[config.mk]
export PLATFORM = sky130hd
export DESIGN_NAME = wiper_ctrl
export DESIGN_NICKNAME = d
export VERILOG_FILES = /design/src/rtl/wpc_pkg.sv /design/src/rtl/wpc_sync.sv /design/src/rtl/wpc_core.sv /design/src/rtl/wpc_decode.sv /design/src/rtl/wiper_ctrl.sv
export SDC_FILE = /design/constraint.sdc
export NUM_CORES = 1
export LEC_CHECK = 0
export CAP_MARGIN = 20
export CORE_ASPECT_RATIO = 0.8
export CORE_MARGIN = 5
export CORE_UTILIZATION = 41
export CTS_CLUSTER_SIZE = 8
export DETAILED_ROUTE_END_ITERATION = 10
export PLACE_DENSITY = 0.86
export SLEW_MARGIN = 25
export SYNTH_ARGS = -nofsm -noshare
export SYNTH_HDL_FRONTEND = slang
export SYNTH_SLANG_ARGS = --single-unit
[constraint.sdc]
create_clock -name clk -period 5.9 [get_ports clk]
set_clock_uncertainty 0.1 [all_clocks]
set_input_delay 1.18 -clock clk [delete_from_list [all_inputs] [get_ports clk]]
set_output_delay 1.18 -clock clk [all_outputs]
set_load 0.02 [all_outputs]
[src/rtl/wpc_pkg.sv]
package wpc_pkg;
  typedef struct packed {
    logic cs_n;
    logic up;
    logic inc;
  } ctl_t;

  localparam ctl_t CTL_IDLE = '{cs_n: 1'b1, up: 1'b0, inc: 1'b1};
endpackage

[src/rtl/wpc_sync.sv]
module wpc_sync #(
  parameter int WIDTH = 3,
  parameter int STAGES = 2,
  parameter logic [WIDTH-1:0] IDLE = '0
) (
  input  logic             clk,
  input  logic             por_n,
  input  logic             rst_n,
  input  logic [WIDTH-1:0] d_i,
  output logic [WIDTH-1:0] q_o
);
  logic [WIDTH-1:0] chain [STAGES];

  for (genvar g = 0; g < STAGES; g++) begin : g_stage
    logic [WIDTH-1:0] src;
    if (g == 0) begin : g_first
      assign src = d_i;
    end else begin : g_next
      assign src = chain[g-1];
    end
    always_ff @(posedge clk or negedge por_n) begin
      if (!por_n)      chain[g] <= IDLE;
      else if (!rst_n) chain[g] <= IDLE;
      else             chain[g] <= src;
    end
  end

  assign q_o = chain[STAGES-1];
endmodule

[src/rtl/wpc_core.sv]
module wpc_core
  import wpc_pkg::*;
#(
  parameter int NUM_TAPS = 100,
  parameter int DEFAULT_POS = 0,
  parameter int STORE_CYCLES = 8,
  localparam int POS_W = $clog2(NUM_TAPS),
  localparam int BUSY_W = $clog2(STORE_CYCLES + 1)
) (
  input  logic             clk,
  input  logic             por_n,
  input  logic             rst_n,
  input  ctl_t             ctl_s,
  output logic [POS_W-1:0] pos_o,
  output logic             busy_o
);
  localparam logic [POS_W-1:0] POS_MAX = POS_W'(NUM_TAPS - 1);
  localparam logic [POS_W-1:0] POS_DEF = POS_W'(DEFAULT_POS);

  logic [POS_W-1:0]  pos_q, shadow_q;
  logic [BUSY_W-1:0] busy_cnt;
  logic              cs_prev, inc_prev;
  logic              inc_fall, cs_rise, busy;

  assign inc_fall = inc_prev & ~ctl_s.inc;
  assign cs_rise  = ~cs_prev & ctl_s.cs_n;
  assign busy     = (busy_cnt != '0);

  always_ff @(posedge clk or negedge por_n) begin
    if (!por_n) begin
      pos_q    <= POS_DEF;
      shadow_q <= POS_DEF;
      busy_cnt <= '0;
      cs_prev  <= 1'b1;
      inc_prev <= 1'b1;
    end else if (!rst_n) begin
      pos_q    <= shadow_q;
      busy_cnt <= '0;
      cs_prev  <= 1'b1;
      inc_prev <= 1'b1;
    end else begin
      cs_prev  <= ctl_s.cs_n;
      inc_prev <= ctl_s.inc;
      if (busy) begin
        busy_cnt <= busy_cnt - BUSY_W'(1);
      end else if (!ctl_s.cs_n && inc_fall) begin
        if (ctl_s.up) begin
          if (pos_q != POS_MAX) pos_q <= pos_q + POS_W'(1);
        end else begin
          if (pos_q != '0) pos_q <= pos_q - POS_W'(1);
        end
      end else if (cs_rise && ctl_s.inc) begin
        shadow_q <= pos_q;
        busy_cnt <= BUSY_W'(STORE_CYCLES);
      end
    end
  end

  assign pos_o  = pos_q;
  assign busy_o = busy;

  assert_in_range_R3: assert property (@(posedge clk) disable iff (!por_n)
    pos_q <= POS_MAX);

  assert_single_step_R2: assert property (@(posedge clk) disable iff (!por_n)
    rst_n |=> (int'(pos_q) - int'($past(pos_q)) <= 1) &&
              (int'($past(pos_q)) - int'(pos_q) <= 1));

  assert_hold_deselected_R1: assert property (@(posedge clk) disable iff (!por_n)
    (rst_n && ctl_s.cs_n) |=> $stable(pos_q));

  assert_busy_freeze_R9: assert property (@(posedge clk) disable iff (!por_n)
    (rst_n && busy) |=> ($stable(pos_q) && $stable(shadow_q)));
endmodule

[src/rtl/wpc_decode.sv]
module wpc_decode #(
  parameter int NUM_TAPS = 100,
  localparam int POS_W = $clog2(NUM_TAPS)
) (
  input  logic [POS_W-1:0]    pos_i,
  output logic [NUM_TAPS-1:0] sel_o
);
  for (genvar g = 0; g < NUM_TAPS; g++) begin : g_tap
    assign sel_o[g] = (pos_i == POS_W'(g));
  end
endmodule

[src/rtl/wiper_ctrl.sv]
module wiper_ctrl
  import wpc_pkg::*;
#(
  parameter int NUM_TAPS = 100,
  parameter int DEFAULT_POS = 0,
  parameter int STORE_CYCLES = 8,
  parameter int SYNC_STAGES = 2,
  localparam int POS_W = $clog2(NUM_TAPS)
) (
  input  logic                clk,
  input  logic                por_n,
  input  logic                rst_n,
  input  logic                cs_n_i,
  input  logic                up_i,
  input  logic                inc_i,
  output logic [POS_W-1:0]    wiper_pos_o,
  output logic [NUM_TAPS-1:0] tap_sel_o,
  output logic                busy_o
);
  localparam int CW = $bits(ctl_t);

  ctl_t          ctl_raw, ctl_s;
  logic [CW-1:0] ctl_sync;

  assign ctl_raw = '{cs_n: cs_n_i, up: up_i, inc: inc_i};

  wpc_sync #(.WIDTH(CW), .STAGES(SYNC_STAGES), .IDLE(CW'(CTL_IDLE))) u_sync (
    .clk(clk), .por_n(por_n), .rst_n(rst_n), .d_i(CW'(ctl_raw)), .q_o(ctl_sync)
  );

  assign ctl_s = ctl_t'(ctl_sync);

  wpc_core #(.NUM_TAPS(NUM_TAPS), .DEFAULT_POS(DEFAULT_POS), .STORE_CYCLES(STORE_CYCLES)) u_core (
    .clk(clk), .por_n(por_n), .rst_n(rst_n), .ctl_s(ctl_s),
    .pos_o(wiper_pos_o), .busy_o(busy_o)
  );

  wpc_decode #(.NUM_TAPS(NUM_TAPS)) u_dec (
    .pos_i(wiper_pos_o), .sel_o(tap_sel_o)
  );

  assert_onehot_match_R3: assert property (@(posedge clk) disable iff (!por_n)
    $onehot(tap_sel_o) && tap_sel_o[wiper_pos_o]);
endmodule

Yosys cells after proc, flatten, opt, wreduce, memory -nomap -nowiden --
Index checks and enable logic that the tools add are counted.
Storage, ports and cells: bits in latches 0, memory bits (writable) 0, register bits after elaboration 26, memories 0, memory bits (read-only) 0, output and inout port bits 108, logic and storage cells 145, bits of input ports 6
Cells by class: magnitude comparators 0, add/subtract/negate cells 3, reduce and logical (&&, ||, !) cells 9, muxes and demuxes 14, div/mod/pow operators 0, shift operators 0, bitwise operators 6, multiply operators 0, equal/unequal tests 106
Operators by type and width (number):
- $eq A7 B7 Y1 const B | 36
- $eq A7 B6 Y1 const B | 32
- $eq A7 B5 Y1 const B | 16
- $eq A7 B4 Y1 const B | 8
- $mux W7 | 6
- $eq A7 B3 Y1 const B | 4
- $mux W4 | 4
- $eq A7 B2 Y1 const B | 2
- $reduce_and A4 Y1 | 2
- $add A7 B1 Y7 const B | 1
- $eq A7 B1 Y1 const B | 1
- $logic_not A7 Y1 | 1
- $ne A7 B7 Y1 const B | 1
- $reduce_bool A7 Y1 | 1
- $sub A7 B1 Y7 const B | 1
- $mux W3 | 2
- $ne A3 B1 Y1 const B | 2
- $not A1 Y1 | 4
- $reduce_bool A4 Y1 | 1
- $sub A4 B1 Y4 const B | 1
- $ne A3 B2 Y1 const B | 1
- $ne A3 B3 Y1 const B | 1
- $and A1 B1 Y1 | 2
- $logic_and A1 B1 Y1 | 2
- 5 further kinds | 6

Longest topological paths before layout --
word-level depth 7, depth in mapped cells 7, depth with buffers taken out 7

Cells and area by module --
From an unflattened synthesis, not the netlist that was laid out.
Unflattened totals: cells, all modules 268, area total of the unflattened synthesis 2090.8 um^2
Modules (own cells, without submodules):
- wpc_core | sequential area each 503.0 um^2, area an instance 1206.2 um^2, instances 1, cells each 113
- wpc_decode | sequential area each 0.0 um^2, area an instance 691.9 um^2, instances 1, cells each 143
- wpc_sync | sequential area each 155.1 um^2, area an instance 192.7 um^2, instances 1, cells each 12

Worst setup path before layout --
OpenSTA, ideal clock, no wires.
path kind register to output, start reg u_core.pos_q[5] (netlist: u_core.pos_o[5]), end out tap_sel_o[64], setup slack 2.934 ns, arrival 1.686 ns, required time 4.620 ns, cell stages (with the launch flop) 6, buffers on the path 3, path through dfrtp_1 -> clkbuf_4 -> or3b_1 -> clkbuf_1 -> clkbuf_1 -> nor2_1
Between the ends: longest elaborated chain between the ends 1
RTL lines:
- start: declaration | RTL line wpc_core.sv:20 | logic [POS_W-1:0] pos_q, shadow_q;
- start signal: assignment | RTL line wpc_core.sv:37 | pos_q <= shadow_q;
- start signal: assignment | RTL line wpc_core.sv:48 | if (pos_q != POS_MAX) pos_q <= pos_q + POS_W'(1);
- start signal: assignment | RTL line wpc_core.sv:50 | if (pos_q != '0) pos_q <= pos_q - POS_W'(1);
- $eq A7 B7 Y1 | RTL line wpc_decode.sv:9 | assign sel_o[g] = (pos_i == POS_W'(g));
- end: declaration | RTL line wiper_ctrl.sv:17 | output logic [NUM_TAPS-1:0] tap_sel_o,
Every way passes these cells.

Worst setup path after layout --
start reg u_core.pos_q[4] (netlist: u_core.pos_o[4]), end out tap_sel_o[89]
Same word-level chain as after synthesis.

==> flow_summary.toml <==
[run_status]
status = "completed"

[die]
io_pins = 114
die_area_mm2 = 0.00626
fp.coreArea_mm2 = 0.00460
start_util = 0.426
die_y_um = 71.8
std_cell_rows = 22
dieWidth_um = 87.2

[sta]
relSlewSlack = 0.471
rsz0062_at_grt = "false"
setup_viol = 0
tightest_slew_ns = 0.791
min_period_ns = 3.76
slew_violations = 0
hold_viol_final = 0
fmax_mhz = 266
post-route-period-util = 0.637
fin_setup_tns_ns = 0

[logic_synthesis]
synthCells = 266
synthFlopType = "dfrtp_1"
seq_area_frac_synth = 0.336
ys_seq_elements = 26
ys_warn_count = 0
mappedNetlistArea_mm2 = 0.00196
synth.distinct_cells = 40
synth_edf_count = 0
synth_fp_nets = 279
syn-mean-instance-area_um2 = 7.36
synth_async_sr_flop_share = 1.00

[detailed_routing]
wl_per_cell_um = 16.2
dr_total_vias = 2247
postRouteAntennaNets = 0
drt_iter0_markers = 193
vias_per_cell = 5.30
first_pass_iters = 4
drc = 0
totalWireLength_mm = 6.88

[global_route]
grt_use_total = 0.213
grt_pass1_wl_mm = 10.9
antenna_found_initial = 0
grt_pass1_vias = 2097
grt_max_degree = 27
grt_overflow = 0

[layout]
fin_nets = 378
final_util = 0.677
layout-drive-gt1-share = 0.0577
area_growth_pct = 59.1
diodes = 0
fin_cells = 424

[clock_tree]
clock-sinks = 26
clkLatencyLatePin_ns = 0.27
post-cts-setup-buffer-count = 0
cts_tree = "done"
htreeDepth = 1
cts-hold-fix-buffers = 0
numCtsBuffers = 3
post_cts_resized = 0
clk_pin_slew_ns = 0.09
ctsLongestPathBuffers = 2
clock-root-buffer = "clkbuf_8"

[flow_run]
maxCapViolCount = 0

[worst_setup_path]
worstSetupPathType = "reg -> out"
worst_ep_required_time_ns = 4.62
worst-path-max-fanout = 17
rr_worst_depth = 6
endpoint_kind = "output port"
cp-start-kind = "register"
arrival_ns = 2.48

[place]
dp_hpwl_mm = 5.23
port_buffers = 113
placed_cells = 420
place_congestion = 0.897

[pwr]
power.leakage_uw = 0.00112
p_int_uw = 467
switching_share = 0.429
power-per-cell-area_mw_per_mm2 = 262
ir_worst_vdd_uv = 169
clkPwrFrac = 0.179
comb_power_share = 0.474
power.switching_uw = 350
seqPwrFrac = 0.347

[min_path]
holdPathStages = 1
hold_path.class = "reg -> reg"
==> critical path: stages, from the launching register on <==
cell and delay, ns:
dfrtp_1 0.67, nand3b_1 0.61, nor2_1 0.27, clkdlybuf4s50_1 0.65
==> logic make-up (layout without fill, tap and decap cells) <==
logic type               count (synthesis)  after routing  share of synthesized area
buffers and inverters                   25            123                     0.0710
multiplexers                             8              8                     0.0454
AND/OR/NAND/NOR                        177            177                      0.407
XOR/XNOR                                 3              3                     0.0134
flip-flops                              26             26                      0.336
adder cells (fa/ha/maj)                  7              7                     0.0448
AO/OA/AOI/OAI                           20             20                     0.0825
==> per-stage QoR <==
stage	total power (µW)	instance area, µm²	setup slack (ns)	hold WS, ns
after floorplan	547	1960	2.93	0.334
after global placement	662	3050	2.57	0.337
after detailed placement	671	3040	2.47	0.347
after CTS	818	3110	2.16	0.370
after global routing	872	3110	1.94	0.385
final	817	3110	2.14	0.365
==> final cells by class <==
type,count,area (µm²)
inverters,6,22.5
flip-flops and latches,26,658
clock inverters,1,30.0
repair buffers,113,1130
multi-input cells,215,1160
clock buffers,3,41.3
well taps,60,75.1
fillers,383,1480
==> power by group through the flow <==
| stage | sequential (µW) | clock, µW | combinational [µW] |
|---|---|---|---|
| global route | 292 | 156 | 424 |
| floorplan | 269 | 0 | 278 |
| global placement | 281 | 0 | 381 |
| CTS | 282 | 148 | 388 |
| finish | 284 | 146 | 387 |
| detailed placement | 285 | 0 | 385 |
==> worst paths after layout <==
| kind | from | slack (ns) | to |
|---|---|---|---|
| setup / recovery | u_core.pos_o[4] | 2.14 | tap_sel_o[89] |
| hold / removal | u_sync.g_stage[1].src[1] | 0.37 | u_sync.q_o[1] |
| setup reg to reg | u_core.pos_o[0] | 3.27 | u_core.pos_o[2] |
| hold reg to reg | u_sync.g_stage[1].src[1] | 0.37 | u_sync.q_o[1] |
| max in group asynchronous | por_n | 4.55 | u_core.inc_prev |
| min in group asynchronous | por_n | 0.78 | u_core.shadow_q[6] |
==> cell usage after synthesis (all sizes together) (4+ instances only) <==
cell type / number / area share
nand3: 9 / 0.023
inv: 6 / 0.012
buf: 6 / 0.033
mux2: 7 / 0.040
a31oi: 6 / 0.019
nor2: 116 / 0.22
dfrtp: 20 / 0.26
nand2: 16 / 0.031
dfstp: 6 / 0.081
clkbuf: 13 / 0.027
ha: 7 / 0.045
nand2b: 6 / 0.019
nand4: 4 / 0.013
==> metal layers <==
metal,vias to the layer above,GRT usage,part of all wire
met5,-,0,0
met4,0,0.0511,0.013
met3,10,0.0425,0.061
met2,81,0.359,0.52
met1,1080,0.280,0.41
li1,1076,-,-
==> state kept, by name, summed over array words and instances (netlist names) <==
signal / cells
u_core.busy_cnt: 4
u_core.cs_prev: 1
u_core.inc_prev: 1
u_core.pos_o: 7
u_core.shadow_q: 7
u_sync.g_stage.src: 3
u_sync.q_o: 3
==> layout by cell type (no fill, tap or decap), drive strengths merged, types with 3 or more instances in the layout <==
cell type      synthesis  final
nor2                 116    116
and3                   3      3
nand2                 16     16
nor3                   3      3
nand2b                 6      6
a31oi                  6      6
nand4                  4      4
clkdlybuf4s50          0    112
clkbuf                13      3
nand3b                 3      3
nand3                  9      9
dfstp                  6      6
o31ai                  3      3
dfrtp                 20     20
inv                    6      6
mux2                   7      7
xnor2                  3      3
or4                    3      3
ha                     7      7
No activity file was read; power rests on OpenSTA's default activity.
